<file path="src/rtl/wdt_keyed_pkg.sv">
package wdt_keyed_pkg;

  localparam int WDT_KEY_W  = 4;
  localparam int WDT_SEL_W  = 3;
  localparam int WDT_PRE_W  = (1 << WDT_SEL_W) - 1;
  localparam logic [WDT_KEY_W-1:0] WDT_KEY_OFF = 4'b1010;
  localparam logic [WDT_SEL_W-1:0] WDT_SEL_RST = '1;

  typedef enum logic [1:0] {
    SRC_XTAL = 2'b00,
    SRC_DIV4 = 2'b01,
    SRC_RC   = 2'b10,
    SRC_RC_B = 2'b11
  } wdt_src_e;

  // Enable decode: off only for the off key with no configuration force.
  function automatic logic wdt_enabled(input logic [WDT_KEY_W-1:0] key,
                                       input logic force_on);
    return force_on || (key != WDT_KEY_OFF);
  endfunction

  // Low-bit mask for a prescaler ratio of 2^sel.
  function automatic logic [WDT_PRE_W-1:0] pre_mask(input logic [WDT_SEL_W-1:0] sel);
    return WDT_PRE_W'((32'd1 << sel) - 32'd1);
  endfunction

endpackage

</file>
<file path="src/rtl/wdt_keyed_ctl.sv">
module wdt_keyed_ctl
  import wdt_keyed_pkg::*;
(
  input  logic                 clk,
  input  logic                 rst_n,
  input  logic                 cfg_wdt_force,
  input  logic                 key_we,
  input  logic [WDT_KEY_W-1:0] key_wdata,
  input  logic                 div_we,
  input  logic [WDT_SEL_W-1:0] div_wdata,
  output logic                 wdt_on,
  output logic [WDT_PRE_W-1:0] mask
);

  logic [WDT_KEY_W-1:0] key_q;
  logic [WDT_SEL_W-1:0] sel_q;

  always_ff @(posedge clk or negedge rst_n) begin
    if (!rst_n) begin
      key_q <= WDT_KEY_OFF;
      sel_q <= WDT_SEL_RST;
    end else begin
      if (key_we) key_q <= key_wdata;
      if (div_we) sel_q <= div_wdata;
    end
  end

  assign wdt_on = wdt_enabled(key_q, cfg_wdt_force);
  assign mask   = pre_mask(sel_q);

  // a non-off key write leaves the block enabled on the next cycle
  a_r2_key_enables: assert property (@(posedge clk) disable iff (!rst_n)
    (key_we && key_wdata != WDT_KEY_OFF) |=> wdt_on);

endmodule

</file>
<file path="src/rtl/wdt_keyed_src.sv">
module wdt_keyed_src
  import wdt_keyed_pkg::*;
(
  input  logic       clk,
  input  logic       rst_n,
  input  logic       wdt_on,
  input  logic       clr_eff,
  input  logic       sleeping,
  input  logic [1:0] cfg_src,
  input  logic       xtal_tick,
  input  logic       rc_tick,
  output logic       adv
);

  logic [1:0] div_q;
  logic       div_tick;
  logic       src_tick;

  always_ff @(posedge clk or negedge rst_n) begin
    if (!rst_n)                div_q <= '0;
    else if (!wdt_on || clr_eff) div_q <= '0;
    else if (!sleeping)        div_q <= div_q + 2'd1;
  end

  assign div_tick = (div_q == 2'd3) && !sleeping;

  always_comb begin
    unique case (wdt_src_e'(cfg_src))
      SRC_XTAL: src_tick = xtal_tick;
      SRC_DIV4: src_tick = div_tick;
      default:  src_tick = rc_tick;
    endcase
  end

  assign adv = wdt_on && src_tick;

  // the divided system clock is frozen during sleep
  a_r5_div_frozen: assert property (@(posedge clk) disable iff (!rst_n)
    (sleeping && wdt_on && !clr_eff) |=> (div_q == $past(div_q)));

endmodule

</file>
<file path="src/rtl/wdt_keyed_chain.sv">
module wdt_keyed_chain
  import wdt_keyed_pkg::*;
#(
  parameter int CNT_W = 8
) (
  input  logic                 clk,
  input  logic                 rst_n,
  input  logic                 wdt_on,
  input  logic                 clr_eff,
  input  logic                 adv,
  input  logic                 sleeping,
  input  logic [WDT_PRE_W-1:0] mask,
  output logic                 ovf,
  output logic                 reset_req,
  output logic                 wake_req
);

  localparam logic [CNT_W-1:0] CNT_MAX = '1;

  logic [WDT_PRE_W-1:0] pre_q;
  logic [CNT_W-1:0]     cnt_q;
  logic                 pre_hit;

  assign pre_hit = adv && ((pre_q & mask) == mask);
  assign ovf     = pre_hit && (cnt_q == CNT_MAX) && !clr_eff;

  always_ff @(posedge clk or negedge rst_n) begin
    if (!rst_n) begin
      pre_q <= '0;
      cnt_q <= '0;
    end else if (!wdt_on || clr_eff) begin
      pre_q <= '0;
      cnt_q <= '0;
    end else if (adv) begin
      pre_q <= pre_hit ? '0 : pre_q + 1'b1;
      if (pre_hit) cnt_q <= cnt_q + 1'b1;
    end
  end

  always_ff @(posedge clk or negedge rst_n) begin
    if (!rst_n) begin
      reset_req <= 1'b0;
      wake_req  <= 1'b0;
    end else begin
      reset_req <= ovf && !sleeping;
      wake_req  <= ovf && sleeping;
    end
  end

  // disabled watchdog holds its count at zero
  a_r12_off_holds: assert property (@(posedge clk) disable iff (!rst_n)
    !wdt_on |=> (cnt_q == '0 && pre_q == '0));

  // each request lasts exactly one cycle
  a_r11_one_cycle: assert property (@(posedge clk) disable iff (!rst_n)
    (reset_req || wake_req) |=> !(reset_req || wake_req));

  // an effective clear restarts the chain
  a_r10_clear_zero: assert property (@(posedge clk) disable iff (!rst_n)
    clr_eff |=> (cnt_q == '0 && pre_q == '0));

endmodule

</file>
<file path="src/rtl/wdt_keyed_flags.sv">
module wdt_keyed_flags (
  input  logic clk,
  input  logic rst_n,
  input  logic clr_eff,
  input  logic halt,
  input  logic ovf,
  output logic pdf_flag,
  output logic to_flag
);

  always_ff @(posedge clk or negedge rst_n) begin
    if (!rst_n) begin
      pdf_flag <= 1'b0;
      to_flag  <= 1'b0;
    end else begin
      if (halt)         pdf_flag <= 1'b1;
      else if (clr_eff) pdf_flag <= 1'b0;
      if (ovf)          to_flag  <= 1'b1;
      else if (clr_eff) to_flag  <= 1'b0;
    end
  end

  // halt always leaves the power-down flag set
  a_r6_halt_sets: assert property (@(posedge clk) disable iff (!rst_n)
    halt |=> pdf_flag);

  // overflow sets the time-out flag
  a_r7_ovf_sets: assert property (@(posedge clk) disable iff (!rst_n)
    ovf |=> to_flag);

  // overflow alone does not disturb the power-down flag
  a_r8_pdf_kept: assert property (@(posedge clk) disable iff (!rst_n)
    (ovf && !halt && !clr_eff) |=> (pdf_flag == $past(pdf_flag)));

endmodule

</file>
<file path="src/rtl/wdt_keyed.sv">
module wdt_keyed
  import wdt_keyed_pkg::*;
#(
  parameter int CNT_W = 8
) (
  input  logic       clk,
  input  logic       rst_n,
  input  logic       cfg_wdt_force,
  input  logic [1:0] cfg_src,
  input  logic       xtal_tick,
  input  logic       rc_tick,
  input  logic       sleeping,
  input  logic       key_we,
  input  logic [3:0] key_wdata,
  input  logic       div_we,
  input  logic [2:0] div_wdata,
  input  logic       clr_wdt,
  input  logic       halt,
  output logic       wdt_on,
  output logic       wdt_reset_req,
  output logic       wdt_wake_req,
  output logic       pdf_flag,
  output logic       to_flag
);

  logic [WDT_PRE_W-1:0] mask;
  logic                 clr_eff;
  logic                 adv;
  logic                 ovf;

  // clear-watchdog is a no-op while the watchdog is off
  assign clr_eff = clr_wdt && wdt_on;

  wdt_keyed_ctl u_ctl (
    .clk(clk), .rst_n(rst_n), .cfg_wdt_force(cfg_wdt_force),
    .key_we(key_we), .key_wdata(key_wdata),
    .div_we(div_we), .div_wdata(div_wdata),
    .wdt_on(wdt_on), .mask(mask)
  );

  wdt_keyed_src u_src (
    .clk(clk), .rst_n(rst_n), .wdt_on(wdt_on), .clr_eff(clr_eff),
    .sleeping(sleeping), .cfg_src(cfg_src),
    .xtal_tick(xtal_tick), .rc_tick(rc_tick), .adv(adv)
  );

  wdt_keyed_chain #(.CNT_W(CNT_W)) u_chain (
    .clk(clk), .rst_n(rst_n), .wdt_on(wdt_on), .clr_eff(clr_eff),
    .adv(adv), .sleeping(sleeping), .mask(mask), .ovf(ovf),
    .reset_req(wdt_reset_req), .wake_req(wdt_wake_req)
  );

  wdt_keyed_flags u_flags (
    .clk(clk), .rst_n(rst_n), .clr_eff(clr_eff), .halt(halt), .ovf(ovf),
    .pdf_flag(pdf_flag), .to_flag(to_flag)
  );

  // reset and wake requests never coincide
  a_r8_req_excl: assert property (@(posedge clk) disable iff (!rst_n)
    !(wdt_reset_req && wdt_wake_req));

  // clear while off leaves the time-out flag alone
  a_r9_off_clear: assert property (@(posedge clk) disable iff (!rst_n)
    (clr_wdt && !wdt_on && !ovf) |=> (to_flag == $past(to_flag)));

endmodule

</file>
<file path="config.mk">
export PLATFORM = sky130hd
export DESIGN_NAME = wdt_keyed
export DESIGN_NICKNAME = d
export VERILOG_FILES = /design/src/rtl/wdt_keyed_pkg.sv /design/src/rtl/wdt_keyed_ctl.sv /design/src/rtl/wdt_keyed_src.sv /design/src/rtl/wdt_keyed_chain.sv /design/src/rtl/wdt_keyed_flags.sv /design/src/rtl/wdt_keyed.sv
export SDC_FILE = /design/constraint.sdc
export NUM_CORES = 1
export LEC_CHECK = 0
export ABC_AREA = 1
export CORE_MARGIN = 5
export CORE_UTILIZATION = 30
export CTS_CLUSTER_DIAMETER = 80
export DETAILED_ROUTE_END_ITERATION = 16
export GPL_TIMING_DRIVEN = 1
export PLACE_DENSITY = 0.6
export RECOVER_POWER = 25
export SETUP_SLACK_MARGIN = 0.15
export SYNTH_ARGS = -nofsm -noshare
export SYNTH_HDL_FRONTEND = slang
export SYNTH_SLANG_ARGS = --single-unit
</file>
<file path="constraint.sdc">
create_clock -name clk -period 1.4 [get_ports clk]
set_clock_uncertainty 0.15 [all_clocks]
set_input_delay 0.14 -clock clk [delete_from_list [all_inputs] [get_ports clk]]
set_output_delay 0.14 -clock clk [all_outputs]
set_load 0.02 [all_outputs]
</file>
==> out/metrics.csv, run 1 <==
metric,value,unit
status,finished with violations,
violations,setup timing,
syn_area,0.00165,mm²
netlist_top_cells_area,"dfrtp_1 (35%), nand2_1 (15%), dfstp_2 (8.0%)",
synth_cells,217,
worstSetupPathType,reg -> reg,
n_fill_cell,535,
floorplan.die_area,0.00709,mm²
post_drt_wl_per_cell,10.8,µm
drt_drc_violations_left,0,
h-tree-depth,1,
start_util,30.4,%
area_delta_synth_final,44.0,%
portBuffers,23,
ys_seq_elements,28,
clkSlewWorstSetupHoldPaths,0.10,ns
synthDistinctLibCells,23,
finalSetupViolations,19,
synthArstFlopShare,100,%
io_pins,24,
syn-mean-instance-area,7.61,µm²
cts_tree,yes,
ys_warn_count,0,
leakage,0.00122,µW
drive_gt1_share,33.0,%
postLayoutCoreUtil,43.7,%
path_cells,nand2_2 -> nor2_2 -> nand2_2 -> buf_6 -> nand2_4 -> clkinv_4 -> nand2_4 -> nor2_8 -> nand3_2 -> nand2_1,
post-route-period-util,110,%
hold_class,in -> reg,
numCtsBuffers,3,
cts_buffer_depth,2,
setup_ws,-0.134,ns
antenna_found_initial,0,
cts_sinks,28,
critPathArrivalTime,1.56,ns
peakVddDrop,0.450,mV
slew_viol_final,0,
r2r_start,u_ctl.key_q[1],
grt_usage,10.6,%
tightestPinTransition,0.701,ns
drt-initial-drc-count,48,
worst_setup_path_end_kind,flip-flop,
power,1900,µW
pwr_density_cell,799,mW/mm²
detail-route-antenna-nets,0,
routed_via_density,4.47,
drtPass1Iterations,4,
holdWs,0.229,ns
synth.most_common_cell,nand2_1,
grt_max_degree,29,
max_stage_delay,0.54,ns
seq_area_frac_synth,42.8,%
clk_latency,0.28,ns
synth.largest_area_cell,dfrtp_1,
place_ws,-0.283,ns
synthTopCellsByCount,"nand2_1 (65), inv_1 (25), nand3_1 (25), dfrtp_1 (23), nor2_1 (18)",
ys.flop_type,dfrtp_1,
grt_overflow_total,0,
hold_start,div_wdata[2],
slowest_stage,dfstp_2,
fin_nets,293,
cap_violations,0,
crit_path_start,u_ctl.key_q[1],
critPathRequiredTime,1.43,ns
grt_pass1_vias,1454,
max_freq,0.652,GHz
cp_max_fo,8,
relSlewSlack,53.3,%
die_height,84.2,µm
antennaDiodeCount,0,
fin_crit,1.53,ns
core,0.00544,mm²
grt_pass1_wl,6.32,mm
place_congestion,0.818,
rsz0062_at_grt,yes,
startpoint_type,flip-flop,
drt_wl_total,3.69,mm
hold_viol,0,
dp_hpwl,2.72,mm
vias,1529,
synth_top_area_share,34.8,%
synthesis.nets,239,
synth_edf_count,0,
rows,27,
root_buffer,clkbuf_8,
die_w,84.2,µm
[state kept, by name (all words and copies together) (netlist names)]
| name | flops |
|---|---|
| u_chain.cnt_q | 8 |
| u_chain.pre_q | 7 |
| u_ctl.key_q | 4 |
| u_ctl.sel_q | 3 |
| u_src.div_q | 2 |
| u_chain.reset_req | 1 |
| u_chain.wake_req | 1 |
| u_flags.pdf_flag | 1 |
| u_flags.to_flag | 1 |
[layout make-up]
type	count	area (µm²)	area share (%)
tap	72	90.1	3.79
clock inverter	1	30.0	1.26
timing repair buffer	50	432	18.1
multi-input combinational	159	962	40.5
inverter	29	114	4.79
clock buffer	3	41.3	1.74
sequential	28	709	29.8
[final timing paths]
| check | slack (ns) | endpoint | cells past startpoint |
|---|---|---|---|
| min reg2reg | 0.34 | u_flags.to_flag | 2 |
| min in group asynchronous | 0.28 | u_chain.cnt_q[2] | 2 |
| max | -0.13 | u_chain.cnt_q[3] | 10 |
| max reg2reg | -0.13 | u_chain.cnt_q[3] | 10 |
| min | 0.23 | u_ctl.sel_q[2] | 3 |
| max in group asynchronous | 0.32 | u_chain.pre_q[2] | 2 |
[placed cells by master (no fill, tap or decap), drive strengths merged]
cell,count
inv,27
clkdlybuf4s15,1
o21ai,6
clkinv,2
nand3,26
a21oi,5
xor2,7
nand4,9
dfrtp,23
ha,3
a21o,2
clkbuf,6
nor2,23
nand2,74
buf,28
clkdlybuf4s50,17
dfstp,5
bufinv,1
dlygate4sd3,1
mux2,4
[power breakdown]
group          internal, µW  switching [µW]  total (µW)
Combinational           176             207         383
Clock                   383             252         635
Sequential              853            29.2         882
Total                  1410             488        1900
[cells by family (layout without fill, tap and decap cells)]
| logic type | after synthesis | count (layout) | synth area share [%] |
|---|---|---|---|
| multiplexers | 4 | 4 | 2.73 |
| AND/OR/NAND/NOR | 131 | 132 | 36.8 |
| adder cells (fa/ha/maj) | 3 | 3 | 2.27 |
| AO/OA/AOI/OAI | 13 | 13 | 4.47 |
| buffers and inverters | 31 | 83 | 7.20 |
| flip-flops | 28 | 28 | 42.8 |
| XOR/XNOR | 7 | 7 | 3.71 |
[through the flow]
stage	TNS (ns)	cells	cell area, µm²
floorplan	-0.997	217	1690
global placement	-4.13	336	2190
detailed placement	-4.62	336	2190
CTS	-1.99	341	2370
global route	-3.75	342	2380
finish	-1.81	342	2380
[layer usage]
layer	vias up	share of wire (%)	global-route usage (%)	wire (µm)
met4	0	1.8	3.51	66
met1	710	46	13.3	1680
met5	-	0	0	0
li1	794	-	-	-
met3	6	3.1	1.96	113
met2	19	49	18.4	1820
[critical path, delay by kind of cell (launching register included)]
family	cells	cell delay, ns
flip-flops	1	0.54
buffers and inverters	2	0.18
AND/OR/NAND/NOR	8	0.56
[repair_timing]
| item | CTS | global route |
|---|---|---|
| gates cloned | 0 | 1 |
| setup endpoints to repair | 26 | 25 |
| hold buffers | 0 | 0 |
| resized for setup | 39 | 15 |
| setup buffers | 1 | 0 |
| pin swaps | 15 | 12 |
(Power assumes the default switching activity.)
==> run 2: changes to the inputs <==
--- a/config.mk
+++ b/config.mk
@@ -6,6 +6,7 @@
 export NUM_CORES = 1
 export LEC_CHECK = 0
 export ABC_AREA = 1
+export ABC_CLOCK_PERIOD_IN_PS = 1400
 export CORE_MARGIN = 5
 export CORE_UTILIZATION = 30
 export CTS_CLUSTER_DIAMETER = 80
@@ -13,7 +14,7 @@
 export GPL_TIMING_DRIVEN = 1
 export PLACE_DENSITY = 0.6
 export RECOVER_POWER = 25
-export SETUP_SLACK_MARGIN = 0.15
+export SETUP_SLACK_MARGIN = 0.02
 export SYNTH_ARGS = -nofsm -noshare
 export SYNTH_HDL_FRONTEND = slang
 export SYNTH_SLANG_ARGS = --single-unit
==> run 2 against run 1 <==
Compared with the run above:
- the flow still finishes with violations (setup timing)
- die area is the same
- wire length rose by 1.0%
- setup slack got worse by 0.0071 ns
- critical path depth shrank 2
==> out/metrics.csv, run 2 (synthesis gave the netlist of run 1 again) <==
metric,value,unit
hold_start,div_wdata[0],
p_int,1410,µW
post-route-period-util,110,%
antenna_found_initial,0,
cts_buffer_depth,2,
portBuffers,23,
violations,setup timing,
path_common_cell,nand2_2,
max_stage_delay,0.55,ns
post_drt_wl_per_cell,10.9,µm
mostFrequentLayoutCells,"nand2_1 (59), inv_1 (23), buf_4 (23)",
layout_commonest_cell,nand2_1,
tightestPinTransition,0.697,ns
clk_latency,0.28,ns
worstSetupPathType,reg -> reg,
cts_tree,yes,
drt_wl_total,3.73,mm
switchingPower,494,µW
largest_reg_flops,8,
reg2reg_depth,8,
status,finished with violations,
r2r_start,u_ctl.key_q[1],
drt-initial-drc-count,38,
hold_buffers,0,
cp_max_fo,12,
cap_violations,0,
finalSetupViolations,21,
dp_hpwl,2.70,mm
netSwitchingFraction,25.9,%
area_delta_synth_final,42.7,%
power_frac_clock,34.3,%
h-tree-depth,1,
slew_viol_final,0,
whs_path_depth,3,
place_congestion,0.874,
root_buffer,clkbuf_8,
io_pins,24,
rsz0062_at_grt,yes,
cts_sinks,28,
drive_gt1_share,29.5,%
p_seq_share,46.2,%
critPathArrivalTime,1.57,ns
crit_family,flip-flops,
peakVddDrop,0.400,mV
ff2ff_setup_slack,-0.14,ns
placed_area,0.00221,mm²
detail-route-antenna-nets,0,
largest-register,u_chain.cnt_q,
core,0.00544,mm²
drt_drc_violations_left,0,
grt_max_degree,29,
pwr-share-comb,19.4,%
grt_pass1_vias,1475,
fin_nets,294,
postLayoutCoreUtil,43.3,%
grt_usage,10.9,%
slowest_stage,dfstp_2,
setup_ws,-0.141,ns
floorplan.die_area,0.00709,mm²
path_cells,nand2_2 -> nor2_2 -> nand2_2 -> inv_2 -> nor2_4 -> buf_12 -> nand4_1 -> nand2_1,
leakage,0.00125,µW
max_freq,0.649,GHz
worst_setup_path_end_kind,flip-flop,
die_w,84.2,µm
path_buf_inv,2,
vias,1542,
fin_crit,1.54,ns
die_height,84.2,µm
drtPass1Iterations,4,
grt_pass1_wl,6.38,mm
hold_viol,0,
hold_class,in -> reg,
start_util,30.4,%
critPathRequiredTime,1.43,ns
grt_overflow_total,0,
clkSlewWorstSetupHoldPaths,0.10,ns
rows,27,
min_to,u_ctl.sel_q[0],
pwr_density_cell,810,mW/mm²
startpoint_type,flip-flop,
reg_top3,"u_chain.cnt_q x8, u_chain.pre_q x7, u_ctl.key_q x4",
routed_via_density,4.50,
relSlewSlack,53.5,%
r2r_end,u_chain.pre_q[1],
final_area,0.00236,mm²
numCtsBuffers,3,
antennaDiodeCount,0,
-- run 2: cell count changes in the layout (fill, tap and decap cells not counted), moves of 2 or more --
cell / previous run / this run
nor2_4: 5 / 2
clkbuf_2: 3 / 1
nand3_1: 14 / 20
nor2_1: 13 / 15
dlygate4sd2_1: 0 / 4
nand2_2: 9 / 11
nand3_2: 11 / 6
nand2_1: 61 / 59
-- run 2: cell type report --
| cell class | instances | area [µm²] |
|---|---|---|
| fill | 554 | 3080 |
| multi-input combinational | 158 | 895 |
| sequential | 28 | 708 |
| timing repair buffer | 52 | 483 |
| inverter | 29 | 110 |
| tap | 72 | 90.1 |
| clock buffer | 3 | 41.3 |
| clock inverter | 1 | 30.0 |
-- run 2: worst reg2reg max path, stage by stage, from the launching register on --
cell and delay, ns:
dfstp_2 0.55, nand2_2 0.05, nor2_2 0.12, nand2_2 0.10, inv_2 0.10, nor2_4 0.06
buf_12 0.15, nand4_1 0.10, nand2_1 0.06
-- run 2: routing by layer --
metal  vias to the layer above  part of all wire (%)  track usage, %
li1                        804                     -               -
met1                       717                    45            13.8
met2                        19                    50            18.9
met3                         2                   3.6            2.26
met4                         0                   1.1            3.07
met5                         -                     0               0
-- run 2: metrics by stage --
stage	setup TNS (ns)	worst slack (ns)	hold WS [ns]	cells	power, µW
floorplan	-0.997	-0.0783	-0.306	217	1060
global placement	-3.78	-0.238	0.314	337	1230
detailed placement	-4.18	-0.256	0.316	337	1240
CTS	-2.27	-0.142	0.0616	342	1920
global route	-4.36	-0.223	0.227	343	2000
finish	-2.26	-0.141	0.228	343	1910
-- run 2: how the worst max path moves through the flow --
| stage | startpoint | end | slack, ns | cells past startpoint |
|---|---|---|---|---|
| 2_1_floorplan | u_ctl.key_q[1] | u_chain.pre_q[2] | -0.08 | 8 |
| 5_1_grt | u_src.div_q[1] | u_chain.wake_req | -0.22 | 9 |
| 3_5_place_dp | cfg_src[0] | u_chain.cnt_q[2] | -0.26 | 10 |
| 6_report | u_ctl.key_q[1] | u_chain.pre_q[1] | -0.14 | 8 |
| 4_1_cts | u_ctl.key_q[3] | wdt_on | -0.14 | 4 |
| 3_3_place_gp | u_ctl.key_q[3] | wdt_on | -0.24 | 4 |
-- run 2: what timing repair did --
item	in CTS	in global routing
setup endpoints to repair	26	22
pin swaps	8	2
gates cloned	0	1
buffers inserted	1	0
gates resized for setup	29	3
-- run 2: power groups by stage --
stage / combinational (µW) / clock (µW) / sequential, µW
after global routing: 408 / 699 / 889
after CTS: 370 / 672 / 883
final: 370 / 656 / 883
after detailed placement: 344 / 0 / 895
after global placement: 340 / 0 / 893
after floorplan: 171 / 0 / 893
==> run 3: changes to the inputs <==
--- a/config.mk
+++ b/config.mk
@@ -5,16 +5,16 @@
 export SDC_FILE = /design/constraint.sdc
 export NUM_CORES = 1
 export LEC_CHECK = 0
-export ABC_AREA = 1
 export ABC_CLOCK_PERIOD_IN_PS = 1400
 export CORE_MARGIN = 5
 export CORE_UTILIZATION = 30
 export CTS_CLUSTER_DIAMETER = 80
 export DETAILED_ROUTE_END_ITERATION = 16
 export GPL_TIMING_DRIVEN = 1
-export PLACE_DENSITY = 0.6
+export PLACE_DENSITY = 0.61
 export RECOVER_POWER = 25
 export SETUP_SLACK_MARGIN = 0.02
+export SLEW_MARGIN = 20
 export SYNTH_ARGS = -nofsm -noshare
 export SYNTH_HDL_FRONTEND = slang
 export SYNTH_SLANG_ARGS = --single-unit
==> run 3 against run 2 <==
Compared with the run above:
- hold slack improved by 0.036 ns
- first-iteration DRC count increased by 11%
- the run still ends with setup timing left
- setup slack got worse by 0.42 ns
- clock power about the same
==> out/metrics.csv, run 3 <==
metric,value,unit
grt_pass1_wl,6.41,mm
seq_area_frac_synth,49.1,%
pwr_density_cell,855,mW/mm²
ys.flop_type,dfrtp_1,
critPathRequiredTime,1.46,ns
clk_latency,0.29,ns
relSlewSlack,52.4,%
switchingPower,480,µW
detail-route-antenna-nets,0,
holdWs,0.264,ns
setup_ws,-0.557,ns
layout_commonest_cell,buf_4,
cp_max_fo,4,
synthArstFlopShare,100,%
max_freq,0.511,GHz
ff2ff_setup_slack,-0.56,ns
drt_wl_total,3.82,mm
numCtsBuffers,3,
largest-register,u_chain.cnt_q,
floorplan.die_area,0.00628,mm²
netlist_top_cells_area,"dfrtp_1 (40%), dfstp_2 (9.1%), mux2_2 (5.5%)",
p_seq_share,45.6,%
area_delta_synth_final,57.4,%
ys_seq_elements,28,
hold_start,halt,
post-route-period-util,140,%
startpoint_type,flip-flop,
synth_cells,144,
cap_violations,0,
whs_path_depth,2,
worst_setup_path_end_kind,flip-flop,
hold_class,in -> reg,
leakage,0.000982,µW
reg_top3,"u_chain.cnt_q x8, u_chain.pre_q x7, u_ctl.key_q x4",
syn_area,0.00144,mm²
h-tree-depth,1,
finalSetupViolations,22,
die_w,79.3,µm
p_int,1460,µW
worstSetupPathType,reg -> reg,
drt_drc_violations_left,0,
synth.most_common_cell,dfrtp_1,
slew_viol_final,0,
place_congestion,0.892,
post_drt_wl_per_cell,14.7,µm
root_buffer,clkbuf_8,
grt_usage,12.7,%
drtPass1Iterations,4,
synth_edf_count,0,
postLayoutCoreUtil,48.3,%
largest_reg_flops,8,
hold_buffers,0,
reg2reg_depth,5,
cts_sinks,28,
n_fill_cell,426,
critPathArrivalTime,2.02,ns
dp_hpwl,2.85,mm
netSwitchingFraction,24.8,%
synth.largest_area_cell,dfrtp_1,
drt-initial-drc-count,42,
routed_via_density,5.21,
mostFrequentLayoutCells,"buf_4 (28), dfrtp_1 (21), clkdlybuf4s50_1 (17)",
violations,setup timing,
r2r_end,u_chain.pre_q[4],
ys_warn_count,0,
portBuffers,23,
synthDistinctLibCells,39,
vias,1349,
rsz0062_at_grt,yes,
pwr-share-comb,20.4,%
hold_viol,0,
fin_nets,228,
grt_pass1_vias,1422,
rows,25,
synthesis.nets,166,
fin_crit,1.96,ns
antennaDiodeCount,0,
status,finished with violations,
crit_path_start,u_ctl.key_q[1],
cts_buffer_depth,2,
core,0.00469,mm²
r2r_start,u_ctl.key_q[1],
antenna_found_initial,0,
synthTopCellsByCount,"dfrtp_1 (23), nand2_1 (17), nand3_1 (10), a21oi_1 (9), or4_1 (8)",
synth_top_area_share,40.0,%
clkSlewWorstSetupHoldPaths,0.10,ns
syn-mean-instance-area,9.99,µm²
tightestPinTransition,0.714,ns
grt_overflow_total,0,
peakVddDrop,0.485,mV
power_frac_clock,34.0,%
min_to,u_flags.pdf_flag,
die_height,79.3,µm
start_util,30.7,%
io_pins,24,
drive_gt1_share,40.0,%
cts_tree,yes,
grt_max_degree,29,
[run 3: changes by cell type in the layout (fill, tap and decap cells not counted), moves of 6 or more]
cell     change
inv_1       -21
nand2_1     -46
nor2_1      -10
or4_1        +8
nand2_2      -9
nand3_1     -13
xor2_1       -6
[run 3: cell families (layout without fill, tap and decap cells)]
family / after synthesis / in the layout / share of synthesized area [%]
fa+ha+maj: 3 / 3 / 2.61
buf+inv: 8 / 69 / 3.04
compound gates: 30 / 30 / 12.7
flops: 28 / 28 / 49.1
xor+xnor: 1 / 1 / 0.609
simple gates: 65 / 65 / 25.0
mux: 9 / 9 / 6.87
[run 3: worst max path at each step]
stage	to	slack, ns	cells after the start
2_1_floorplan	u_chain.pre_q[5]	-0.61	6
3_3_place_gp	wdt_on	-0.67	4
3_5_place_dp	u_chain.pre_q[5]	-0.69	5
4_1_cts	u_chain.cnt_q[3]	-0.61	6
5_1_grt	u_chain.cnt_q[6]	-0.64	7
6_report	u_chain.pre_q[4]	-0.56	5
[run 3: area by class of cell]
cell class	count	area, µm²	area share (%)
clock buffers	3	41.3	1.82
clock inverters	1	30.0	1.33
inverters	2	7.51	0.331
multi-input cells	108	815	36.0
flip-flops and latches	28	709	31.3
well taps	54	67.6	2.98
repair buffers	63	594	26.2
[run 3: metrics by stage]
stage / cell area (µm²) / setup slack (ns) / setup TNS, ns / power, µW / std cells
6_report: 2260 / -0.557 / -10.50 / 1940 / 259
5_1_grt: 2260 / -0.636 / -12.06 / 2020 / 259
4_1_cts: 2160 / -0.613 / -11.10 / 1910 / 254
3_5_place_dp: 2010 / -0.686 / -13.90 / 1230 / 248
3_3_place_gp: 2010 / -0.669 / -13.72 / 1210 / 248
2_1_floorplan: 1490 / -0.614 / -9.77 / 1040 / 144
[run 3: routing by layer]
metal | up-vias | GRT usage (%) | part of all wire (%) | routed length [µm]
met5 | - | 0 | 0 | 0
met4 | 0 | 2.58 | 0.31 | 12
met3 | 2 | 3.06 | 4.1 | 157
met2 | 25 | 23.0 | 53 | 2040
met1 | 666 | 15.3 | 42 | 1600
li1 | 656 | - | - | -
[run 3: power groups by stage]
stage | clock (µW) | combinational, µW | sequential, µW
floorplan | 0 | 148 | 893
detailed placement | 0 | 332 | 896
global placement | 0 | 316 | 892
global route | 699 | 431 | 887
CTS | 666 | 363 | 880
finish | 658 | 395 | 883
[run 3: timing repair]
item,4_1_cts,5_1_grt
gates cloned,1,0
pin swaps,5,6
setup endpoints to repair,26,22
buffers inserted,1,5
resized for setup,22,22
[run 3: worst max-delay path, cell delays in order (launching register included)]
cell and delay, ns:
dfstp_2 0.55, nand2_2 0.05, or4_4 0.44, and4_4 0.18, or4_1 0.39, a21oi_1 0.13
